`src/rtl/tick_gen_pkg.sv`:
```
package tick_gen_pkg;

    // Maps a selector code to a divide shift, clamped to the largest supported ratio.
    function automatic int sel_shift(int code, int base, int max_sh);
        int s;
        s = code + base;
        return (s > max_sh) ? max_sh : s;
    endfunction

endpackage

```
`src/rtl/tick_prescaler.sv`:
```
module tick_prescaler #(
    parameter int PRE_W = 8
) (
    input  logic             clk,
    input  logic             rst_n,
    input  logic             restart,
    input  logic [PRE_W-1:0] restart_val,
    input  logic [PRE_W-1:0] reload_val,
    output logic             pulse
);
    typedef struct packed {
        logic [PRE_W-1:0] cnt;
    } pre_state_t;

    pre_state_t st_d, st_q;

    assign pulse = (st_q.cnt == '0);

    always_comb begin
        st_d = st_q;
        if (restart) begin
            st_d.cnt = restart_val;
        end else if (pulse) begin
            st_d.cnt = reload_val;
        end else begin
            st_d.cnt = st_q.cnt - 1'b1;
        end
    end

    always_ff @(posedge clk) begin
        if (!rst_n) st_q <= '0;
        else        st_q <= st_d;
    end


    pre_bound_chk: assert property (@(posedge clk) disable iff (!rst_n)
        st_q.cnt <= reload_val);

endmodule

```
`src/rtl/tick_divider.sv`:
```
module tick_divider #(
    parameter int MAX_SHIFT = 4,
    localparam int SHW = $clog2(MAX_SHIFT + 1)
) (
    input  logic           clk,
    input  logic           rst_n,
    input  logic           restart,
    input  logic           pulse_in,
    input  logic [SHW-1:0] shift,
    output logic           tick
);
    typedef struct packed {
        logic [MAX_SHIFT-1:0] cnt;
        logic                 tick;
    } div_state_t;

    div_state_t st_d, st_q;
    logic [MAX_SHIFT:0]   span;
    logic [MAX_SHIFT-1:0] mask;
    logic                 full;

    always_comb begin
        span = {{MAX_SHIFT{1'b0}}, 1'b1} << shift;
        mask = MAX_SHIFT'(span - {{MAX_SHIFT{1'b0}}, 1'b1});
        full = (st_q.cnt == mask);
        st_d = st_q;
        st_d.tick = 1'b0;
        if (restart) begin
            st_d.cnt = '0;
        end else if (pulse_in) begin
            if (full) begin
                st_d.cnt  = '0;
                st_d.tick = 1'b1;
            end else begin
                st_d.cnt = st_q.cnt + 1'b1;
            end
        end
    end

    always_ff @(posedge clk) begin
        if (!rst_n) st_q <= '0;
        else        st_q <= st_d;
    end

    assign tick = st_q.tick;


    div_range_chk: assert property (@(posedge clk) disable iff (!rst_n)
        st_q.cnt <= mask);

endmodule

```
`src/rtl/timer_tick_gen.sv`:
```
module timer_tick_gen #(
    parameter int NUM_CH    = 5,
    parameter int GRP_A_CH  = 2,
    parameter int PRE_W     = 8,
    parameter int SEL_W     = 4,
    parameter int CFG_W     = 32,
    parameter int DIV_BASE  = 1,
    parameter int MAX_SHIFT = 4
) (
    input  logic              clk,
    input  logic              rst_n,
    input  logic              cfg_pre_wr,
    input  logic [CFG_W-1:0]  cfg_pre_data,
    input  logic              cfg_sel_wr,
    input  logic [CFG_W-1:0]  cfg_sel_data,
    output logic [NUM_CH-1:0] ch_tick
);
    localparam int NUM_GRP = 2;
    localparam int SHW     = $clog2(MAX_SHIFT + 1);

    typedef struct packed {
        logic [NUM_GRP-1:0][PRE_W-1:0] pre;
        logic [NUM_CH-1:0][SEL_W-1:0]  sel;
    } cfg_t;

    cfg_t                cfg_d, cfg_q;
    logic                restart;
    logic [NUM_GRP-1:0]  grp_pulse;
    logic                unused_cfg_bits;

    assign restart = cfg_pre_wr | cfg_sel_wr;
    assign unused_cfg_bits = ^{cfg_pre_data[CFG_W-1:NUM_GRP*PRE_W],
                               cfg_sel_data[CFG_W-1:NUM_CH*SEL_W]};

    always_comb begin
        cfg_d = cfg_q;
        if (cfg_pre_wr) begin
            for (int g = 0; g < NUM_GRP; g++)
                cfg_d.pre[g] = cfg_pre_data[g*PRE_W +: PRE_W];
        end
        if (cfg_sel_wr) begin
            for (int c = 0; c < NUM_CH; c++)
                cfg_d.sel[c] = cfg_sel_data[c*SEL_W +: SEL_W];
        end
    end

    always_ff @(posedge clk) begin
        if (!rst_n) cfg_q <= '0;
        else        cfg_q <= cfg_d;
    end

    for (genvar g = 0; g < NUM_GRP; g++) begin : g_pre
        tick_prescaler #(.PRE_W(PRE_W)) u_pre (
            .clk         (clk),
            .rst_n       (rst_n),
            .restart     (restart),
            .restart_val (cfg_d.pre[g]),
            .reload_val  (cfg_q.pre[g]),
            .pulse       (grp_pulse[g])
        );
    end

    for (genvar c = 0; c < NUM_CH; c++) begin : g_ch
        localparam int G = (c < GRP_A_CH) ? 0 : 1;
        logic [SHW-1:0] ch_shift;

        assign ch_shift = SHW'(tick_gen_pkg::sel_shift(int'(cfg_q.sel[c]), DIV_BASE, MAX_SHIFT));

        tick_divider #(.MAX_SHIFT(MAX_SHIFT)) u_div (
            .clk      (clk),
            .rst_n    (rst_n),
            .restart  (restart),
            .pulse_in (grp_pulse[G]),
            .shift    (ch_shift),
            .tick     (ch_tick[c])
        );


        tick_src_chk: assert property (@(posedge clk) disable iff (!rst_n)
            ch_tick[c] |-> $past(grp_pulse[G]));

        if (DIV_BASE > 0) begin : g_sp

            single_pulse_chk: assert property (@(posedge clk) disable iff (!rst_n)
                ch_tick[c] |=> !ch_tick[c]);
        end
    end


    restart_quiet_chk: assert property (@(posedge clk) disable iff (!rst_n)
        restart |=> (ch_tick == '0));

endmodule

```
`config.mk`:
```
export PLATFORM = sky130hd
export DESIGN_NAME = timer_tick_gen
export DESIGN_NICKNAME = d
export VERILOG_FILES = /design/src/rtl/tick_gen_pkg.sv /design/src/rtl/tick_prescaler.sv /design/src/rtl/tick_divider.sv /design/src/rtl/timer_tick_gen.sv
export SDC_FILE = /design/constraint.sdc
export NUM_CORES = 1
export LEC_CHECK = 0
export ABC_CLOCK_PERIOD_IN_PS = 3900
export BUFFER_PORTS_ARGS = -buffer_cell sky130_fd_sc_hd__buf_4
export CORE_MARGIN = 10
export CORE_UTILIZATION = 30
export CTS_CLUSTER_SIZE = 25
export DETAILED_ROUTE_END_ITERATION = 12
export GPL_ROUTABILITY_DRIVEN = 0
export PLACE_DENSITY = 0.57
export RECOVER_POWER = 100
export SLEW_MARGIN = 20
export SYNTH_ARGS = -nofsm -noshare
export SYNTH_HDL_FRONTEND = slang
export SYNTH_SLANG_ARGS = --single-unit
```
`constraint.sdc`:
```
create_clock -name clk -period 3.9 [get_ports clk]
set_input_delay 0.195 -clock clk [delete_from_list [all_inputs] [get_ports clk]]
set_output_delay 0.195 -clock clk [all_outputs]
set_load 0.05 [all_outputs]
```
==> results_dict.tcl, run 1 <==
set metrics [dict create \
    status "complete, but fails checks" \
    failed_checks "capacitance limit, slew limit" \
    hp-class "in2reg" \
    startpoint_type "register" \
    ys_ff_latch 77 \
    cts_resized 0 \
    slew_headroom -0.137 \
    rr_endpoint "g_ch[2].u_div.tick" \
    start_util 0.304 \
    combinationalPowerShare 0.163 \
    netlist_area_sq_um 3990 \
    synthMuxAreaShare 0.134 \
    cts.sinks 77 \
    power_frac_seq 0.410 \
    synth.area.top_cells "dfxtp_1, mux2i_1, nor2_1, ha_1, xnor2_1" \
    ys_async_sr_fraction 0 \
    p_leak_uw 0.00194 \
    die_area_sq_um 18300 \
    worst_hold_slack_ns 0.0925 \
    yosys_warnings 0 \
    min_period_ns 3.00 \
    tightest_slew_ns 1.68 \
    synth_compound_area_frac 0.107 \
    ant_nets 0 \
    die_h_um 135 \
    final-hold-violation-count 0 \
    rsz0062_at_grt "false" \
    synth_area_leader_cell "dfxtp_1" \
    powerDensity_nw_per_um2 446 \
    synth_top_family_by_area "simple AND/OR/NAND/NOR gates" \
    top_layer "met4" \
    critPathLaunch "g_pre[1].u_pre.st_q[0]" \
    synth_edf_count 0 \
    ctsHoldBuffers 0 \
    reg2reg_from "g_pre[1].u_pre.st_q[0]" \
    p_sw_frac 0.258 \
    ir_drop_mv 0.216 \
    fin_crit_sh 0.769 \
    num_io_pins 73 \
    synth_cells 448 \
    finalSetupTns_ns 0 \
    first_global_vias 3260 \
    synth_cell_type_count 51 \
    synth_flop_cell "dfxtp_1" \
    syn_nets 536 \
    crit_end "g_ch[2].u_div.tick" \
    final_common_cell "dfxtp_1" \
    diodes 0 \
    critPathTopFamily "simple AND/OR/NAND/NOR gates" \
    clockBufferDepth 2 \
    drive_gt1_frac 0.143 \
    via_per_inst 4.81 \
    skew_ns 0.00605 \
    fp.dieW_um 135 \
    synth-simple-area-share 0.212 \
    final_cell_mix "dfxtp_1, nor2_1, mux2i_1" \
    cap_violations 1 \
    area_growth_pct 19.1 \
    portBuffers 44 \
    row_count 42 \
    synth_top_cell_area_share 0.387 \
    setup_viol 0 \
    grt_start_max_net_pins 31 \
    setup_slack_ns 0.900 \
    avgSynthCellArea_sq_um 8.90 \
    grtUsageTotal 0.101 \
    fmax_mhz 333 \
    r2r_setup_slack_ns 0.90 \
    path_clk_slew_ns 0.06 \
    detail_route.wirelength_um 8940 \
    fillers 1369 \
    h-tree-depth 3 \
    drcViolationCount 0 \
    synth-xor-area-share 0.0593 \
    ff2ff_path_depth 8 \
    coreArea_sq_um 13100 \
    cp_num_buf_inv 2 \
    crit_arrival_ns 3.28 \
    antenna_found_initial 0 \
    yosysSeqAreaShare 0.387 \
    cts_tree "done" \
    cts_root_buf "clkbuf_16" \
    crit_cells 8 \
    path_cells "inv_1 > ha_1 > or4b_1 > nor4_2 > clkbuf_1 > nand2_1 > a221oi_1 > and2_0" \
    first_iter_violations 172 \
    wl_per_cell_um 13.4 \
    post-place-ws_ns 1.16 \
    drtPass1Iterations 4 \
    synthAdderAreaFrac 0.0628 \
    maxSlewViolCount 19 \
    cts_setup_buffers 0 \
    cpMaxStageDelayCell "clkbuf_1" \
    wl_met3_um 416 \
    final_util 0.362 \
    m1WireLength_um 4190 \
    dr_total_vias 3211 \
    critical_path.max_stage_delay_ns 0.75 \
    grt_pass1_wl_um 15200 \
    nets 574 \
    internal-power_uw 1570 \
    numCtsBuffers 9 \
    hpwl_um 6430 \
    p_sw_uw 547 \
    path_max_fanout 20 \
    endpoint_kind "register" \
    p_clk_frac 0.427 \
    crit_required_ns 4.18 \
    setup.worst_path.class "reg2reg" \
    grt_remaining_overflow 0 \
    clk_latency_ns 0.34 \
    wl_met2_um 4210 \
]
## cell type report
class                      count  area (sq um)  share of cell area
multi-input combinational    340          2290               0.482
sequential                    77          1540               0.325
timing repair buffer          50           342              0.0719
clock buffer                  10           239              0.0503
tap                          176           220              0.0464
clock inverter                 6          86.3              0.0182
inverter                       8          30.0             0.00632
## how the worst min path moves through the flow
stage | startpoint | to | slack, ns | cells past startpoint
2_1_floorplan | cfg_sel_data[3] | cfg_q[3] | 0.34 | 2
3_3_place_gp | cfg_sel_data[17] | cfg_q[17] | 0.43 | 3
3_5_place_dp | cfg_sel_data[15] | cfg_q[15] | 0.44 | 3
4_1_cts | cfg_sel_data[10] | cfg_q[10] | 0.09 | 3
5_1_grt | cfg_sel_data[6] | cfg_q[6] | 0.1 | 3
6_report | cfg_sel_data[10] | cfg_q[10] | 0.09 | 3
## flip-flops by register name, summed over array words and instances, names as in the netlist
register and flops:
cfg_q 36, g_ch.u_div.st_q 20, g_pre.u_pre.st_q 16, g_ch.u_div.tick 5
## logic make-up after synthesis
group                    after synthesis
buffers and inverters                 31
multiplexers                          53
flip-flops                            77
AND/OR/NAND/NOR                      175
adder cells (fa/ha/maj)               20
AO/OA/AOI/OAI                         65
XOR/XNOR                              27
## synthesized netlist by cell type (6+ instances only)
master,instances
o21ai_0,23
nand3_1,11
a21oi_1,12
nor3_1,20
nor4_1,6
buf_4,7
and2_1,9
nor2_1,76
nand2_1,23
mux2i_1,50
dfxtp_1,77
xor2_1,10
inv_1,8
xnor2_1,17
clkbuf_1,9
ha_1,20
## power by group through the flow
stage               clock network (uW)  registers, uW  logic, uW
floorplan                            0            873        275
global placement                     0            884        346
detailed placement                   0            886        359
CTS                                925            869        361
global route                       962            875        393
finish                             903            869        346
## metrics by stage
| stage | instances | cell area, sq um | power (uW) |
|---|---|---|---|
| 6_report | 667 | 4750 | 2120 |
| 5_1_grt | 667 | 4750 | 2230 |
| 4_1_cts | 667 | 4810 | 2150 |
| 3_5_place_dp | 651 | 4480 | 1240 |
| 3_3_place_gp | 651 | 4480 | 1230 |
| 2_1_floorplan | 448 | 3990 | 1150 |
## worst register-to-register path, cell delays in order, from the launching register on
cell and delay (ns):
dfxtp_1 0.32, inv_1 0.06, ha_1 0.19, or4b_1 0.58, nor4_2 0.18, clkbuf_1 0.75, nand2_1 0.13, a221oi_1 0.54
and2_0 0.20
## per-layer routing
layer / vias up / track usage
met5: - / 0
met4: 0 / 0.0413
met3: 8 / 0.0278
met2: 54 / 0.165
met1: 1493 / 0.123
li1: 1656 / -
(Power assumes the default switching activity.)
==> inputs of run 2 (changes only) <==
- ABC_CLOCK_PERIOD_IN_PS: 3900 -> 3000
- clock period: 3.9 -> 3 ns (I/O delays scaled with it)
==> run 2 against run 1 <==
  * The run now ends clean
  * Worst hold slack worse by 0.041 ns
  * First-iteration DRC count down 7.0%
  * Clock skew down 0.0012 ns
  * Non-clock buffer count unchanged
  * Flip-flop and latch count unchanged
  * Utilization about the same
  * Clock power up 27%
  * Final area about the same
  * Total power up 29%
  * Critical path type unchanged
  * Highest routed layer unchanged
  * Sequential power up 30%
==> results_dict.tcl, run 2 (same netlist as run 1, synthesis figures left out) <==
set metrics [dict create \
    via_per_inst 4.78 \
    cts_setup_buffers 0 \
    final-hold-violation-count 0 \
    min_from "cfg_sel_data[10]" \
    setup_viol 0 \
    fmax_mhz 367 \
    area_growth_pct 19.2 \
    holdPathStages 3 \
    path_max_fanout 6 \
    slew_headroom 0.363 \
    nets 574 \
    cts_root_buf "clkbuf_16" \
    fin_crit_sh 0.907 \
    final_cell_mix "dfxtp_1, nor2_1, mux2i_1" \
    dr_total_vias 3186 \
    setup.worst_path.class "reg2reg" \
    wl_per_cell_um 13.0 \
    r2r_setup_slack_ns 0.28 \
    grt_remaining_overflow 0 \
    worst_hold_slack_ns 0.0518 \
    post-place-ws_ns 0.276 \
    min_period_ns 2.72 \
    reg2reg_from "cfg_q[8]" \
    clockBufferDepth 2 \
    drcViolationCount 0 \
    die_h_um 135 \
    crit_required_ns 3.27 \
    reg_top3 "cfg_q: 36 flops, g_ch.u_div.st_q: 20 flops, g_pre.u_pre.st_q: 16 flops" \
    antenna_found_initial 0 \
    finalSetupTns_ns 0 \
    ff2ff_path_depth 11 \
    p_leak_uw 0.00194 \
    largest_register_ffs 36 \
    hpwl_um 6210 \
    path_clk_slew_ns 0.06 \
    fp.dieW_um 135 \
    cap_violations 0 \
    crit_arrival_ns 3.00 \
    cpMaxStageDelayCell "a2111o_1" \
    detail_route.wirelength_um 8670 \
    numCtsBuffers 9 \
    critical_path.max_stage_delay_ns 0.45 \
    tightest_slew_ns 0.956 \
    grt_start_max_net_pins 31 \
    cp_num_buf_inv 0 \
    first_iter_violations 160 \
    fillers 1366 \
    dp.cells 651 \
    multi_input_area_sq_um 2310 \
    coreArea_sq_um 13100 \
    ant_nets 0 \
    die_area_sq_um 18300 \
    ir_drop_mv 0.268 \
    startpoint_type "register" \
    regMostFlops "cfg_q" \
    drive_gt1_frac 0.138 \
    row_count 42 \
    final-seq-area_sq_um 1540 \
    diodes 0 \
    cts_tree "done" \
    drtPass1Iterations 4 \
    hp-class "in2reg" \
    rr_endpoint "g_ch[2].u_div.tick" \
    first_global_vias 3121 \
    h-tree-depth 3 \
    fin_total_pwr_uw 2730 \
    num_io_pins 73 \
    clk_latency_ns 0.33 \
    worst_hold_path.endpoint "cfg_q[10]" \
    fin_cells 667 \
    path_cells "ha_1 > and2_1 > a21oi_1 > nor3_1 > nand2_1 > ha_1 > xnor2_1 > nand2_1 > a2111o_1 > a221oi_4 > and2_1" \
    endpoint_kind "register" \
    maxSlewViolCount 0 \
    grt_pass1_wl_um 14600 \
    setup_slack_ns 0.278 \
    grtUsageTotal 0.0957 \
    powerDensity_nw_per_um2 575 \
    final_common_cell "dfxtp_1" \
    start_util 0.304 \
    status "completed" \
    cts.sinks 77 \
    portBuffers 44 \
    skew_ns 0.00490 \
    critPathTopFamily "compound AO/OA/AOI/OAI gates" \
]
==> run 2: cell types whose count changed in the layout (fill, tap and decap cells not counted), sizes merged <==
cell	before	now
clkbuf	19	22
clkinv	3	2
inv	8	9
buf	41	38
==> run 2: worst max path at each step <==
stage | start | end | slack [ns] | cells past startpoint
after global routing | cfg_q[8] | g_ch[2].u_div.tick | -0.004 | 11
final | cfg_q[8] | g_ch[2].u_div.tick | 0.28 | 11
after CTS | cfg_q[8] | g_ch[2].u_div.tick | 0.25 | 11
after global placement | cfg_q[8] | g_ch[2].u_div.tick | 0.37 | 11
after floorplan | cfg_q[8] | g_ch[2].u_div.tick | 0.57 | 11
after detailed placement | cfg_q[8] | g_ch[2].u_div.tick | 0.28 | 11
==> run 2: worst reg2reg max path: cells and delay by family (launching register included) <==
| family | cells | cell delay [ns] |
|---|---|---|
| compound gates | 3 | 0.93 |
| xor+xnor | 1 | 0.22 |
| fa+ha+maj | 2 | 0.42 |
| flops | 1 | 0.42 |
| simple gates | 5 | 0.67 |
==> run 2: where the power goes <==
group | total, uW | switching (uW) | internal (uW)
Combinational | 451 | 232 | 220
Sequential | 1130 | 53.2 | 1080
Clock | 1150 | 423 | 728
Total | 2730 | 708 | 2020
==> run 2: cell type report <==
| cell class | instances | area share |
|---|---|---|
| clock buffers | 10 | 0.0482 |
| clock inverters | 6 | 0.0182 |
| inverters | 8 | 0.00632 |
| multi-input cells | 340 | 0.487 |
| flip-flops and latches | 77 | 0.324 |
| well taps | 176 | 0.0463 |
| repair buffers | 50 | 0.0700 |
==> run 2: metal layers <==
layer / vias to the layer above / part of all wire / track usage
met5: - / 0 / 0
met2: 39 / 0.48 / 0.161
met4: 0 / 0.0095 / 0.0281
li1: 1654 / - / -
met1: 1486 / 0.46 / 0.113
met3: 7 / 0.051 / 0.0326
==> run 2: what timing repair did <==
item	4_1_cts	5_1_grt
gates resized for setup	0	1
hold buffers	0	0
endpoints found under the hold margin	0	0
endpoints found under the setup margin	0	3
==> run 2: metrics by stage <==
step	util	cell area, sq um
2_1_floorplan	-	3990
3_3_place_gp	0.341	4480
3_5_place_dp	0.341	4480
4_1_cts	0.365	4800
5_1_grt	0.362	4750
6_report	0.362	4750
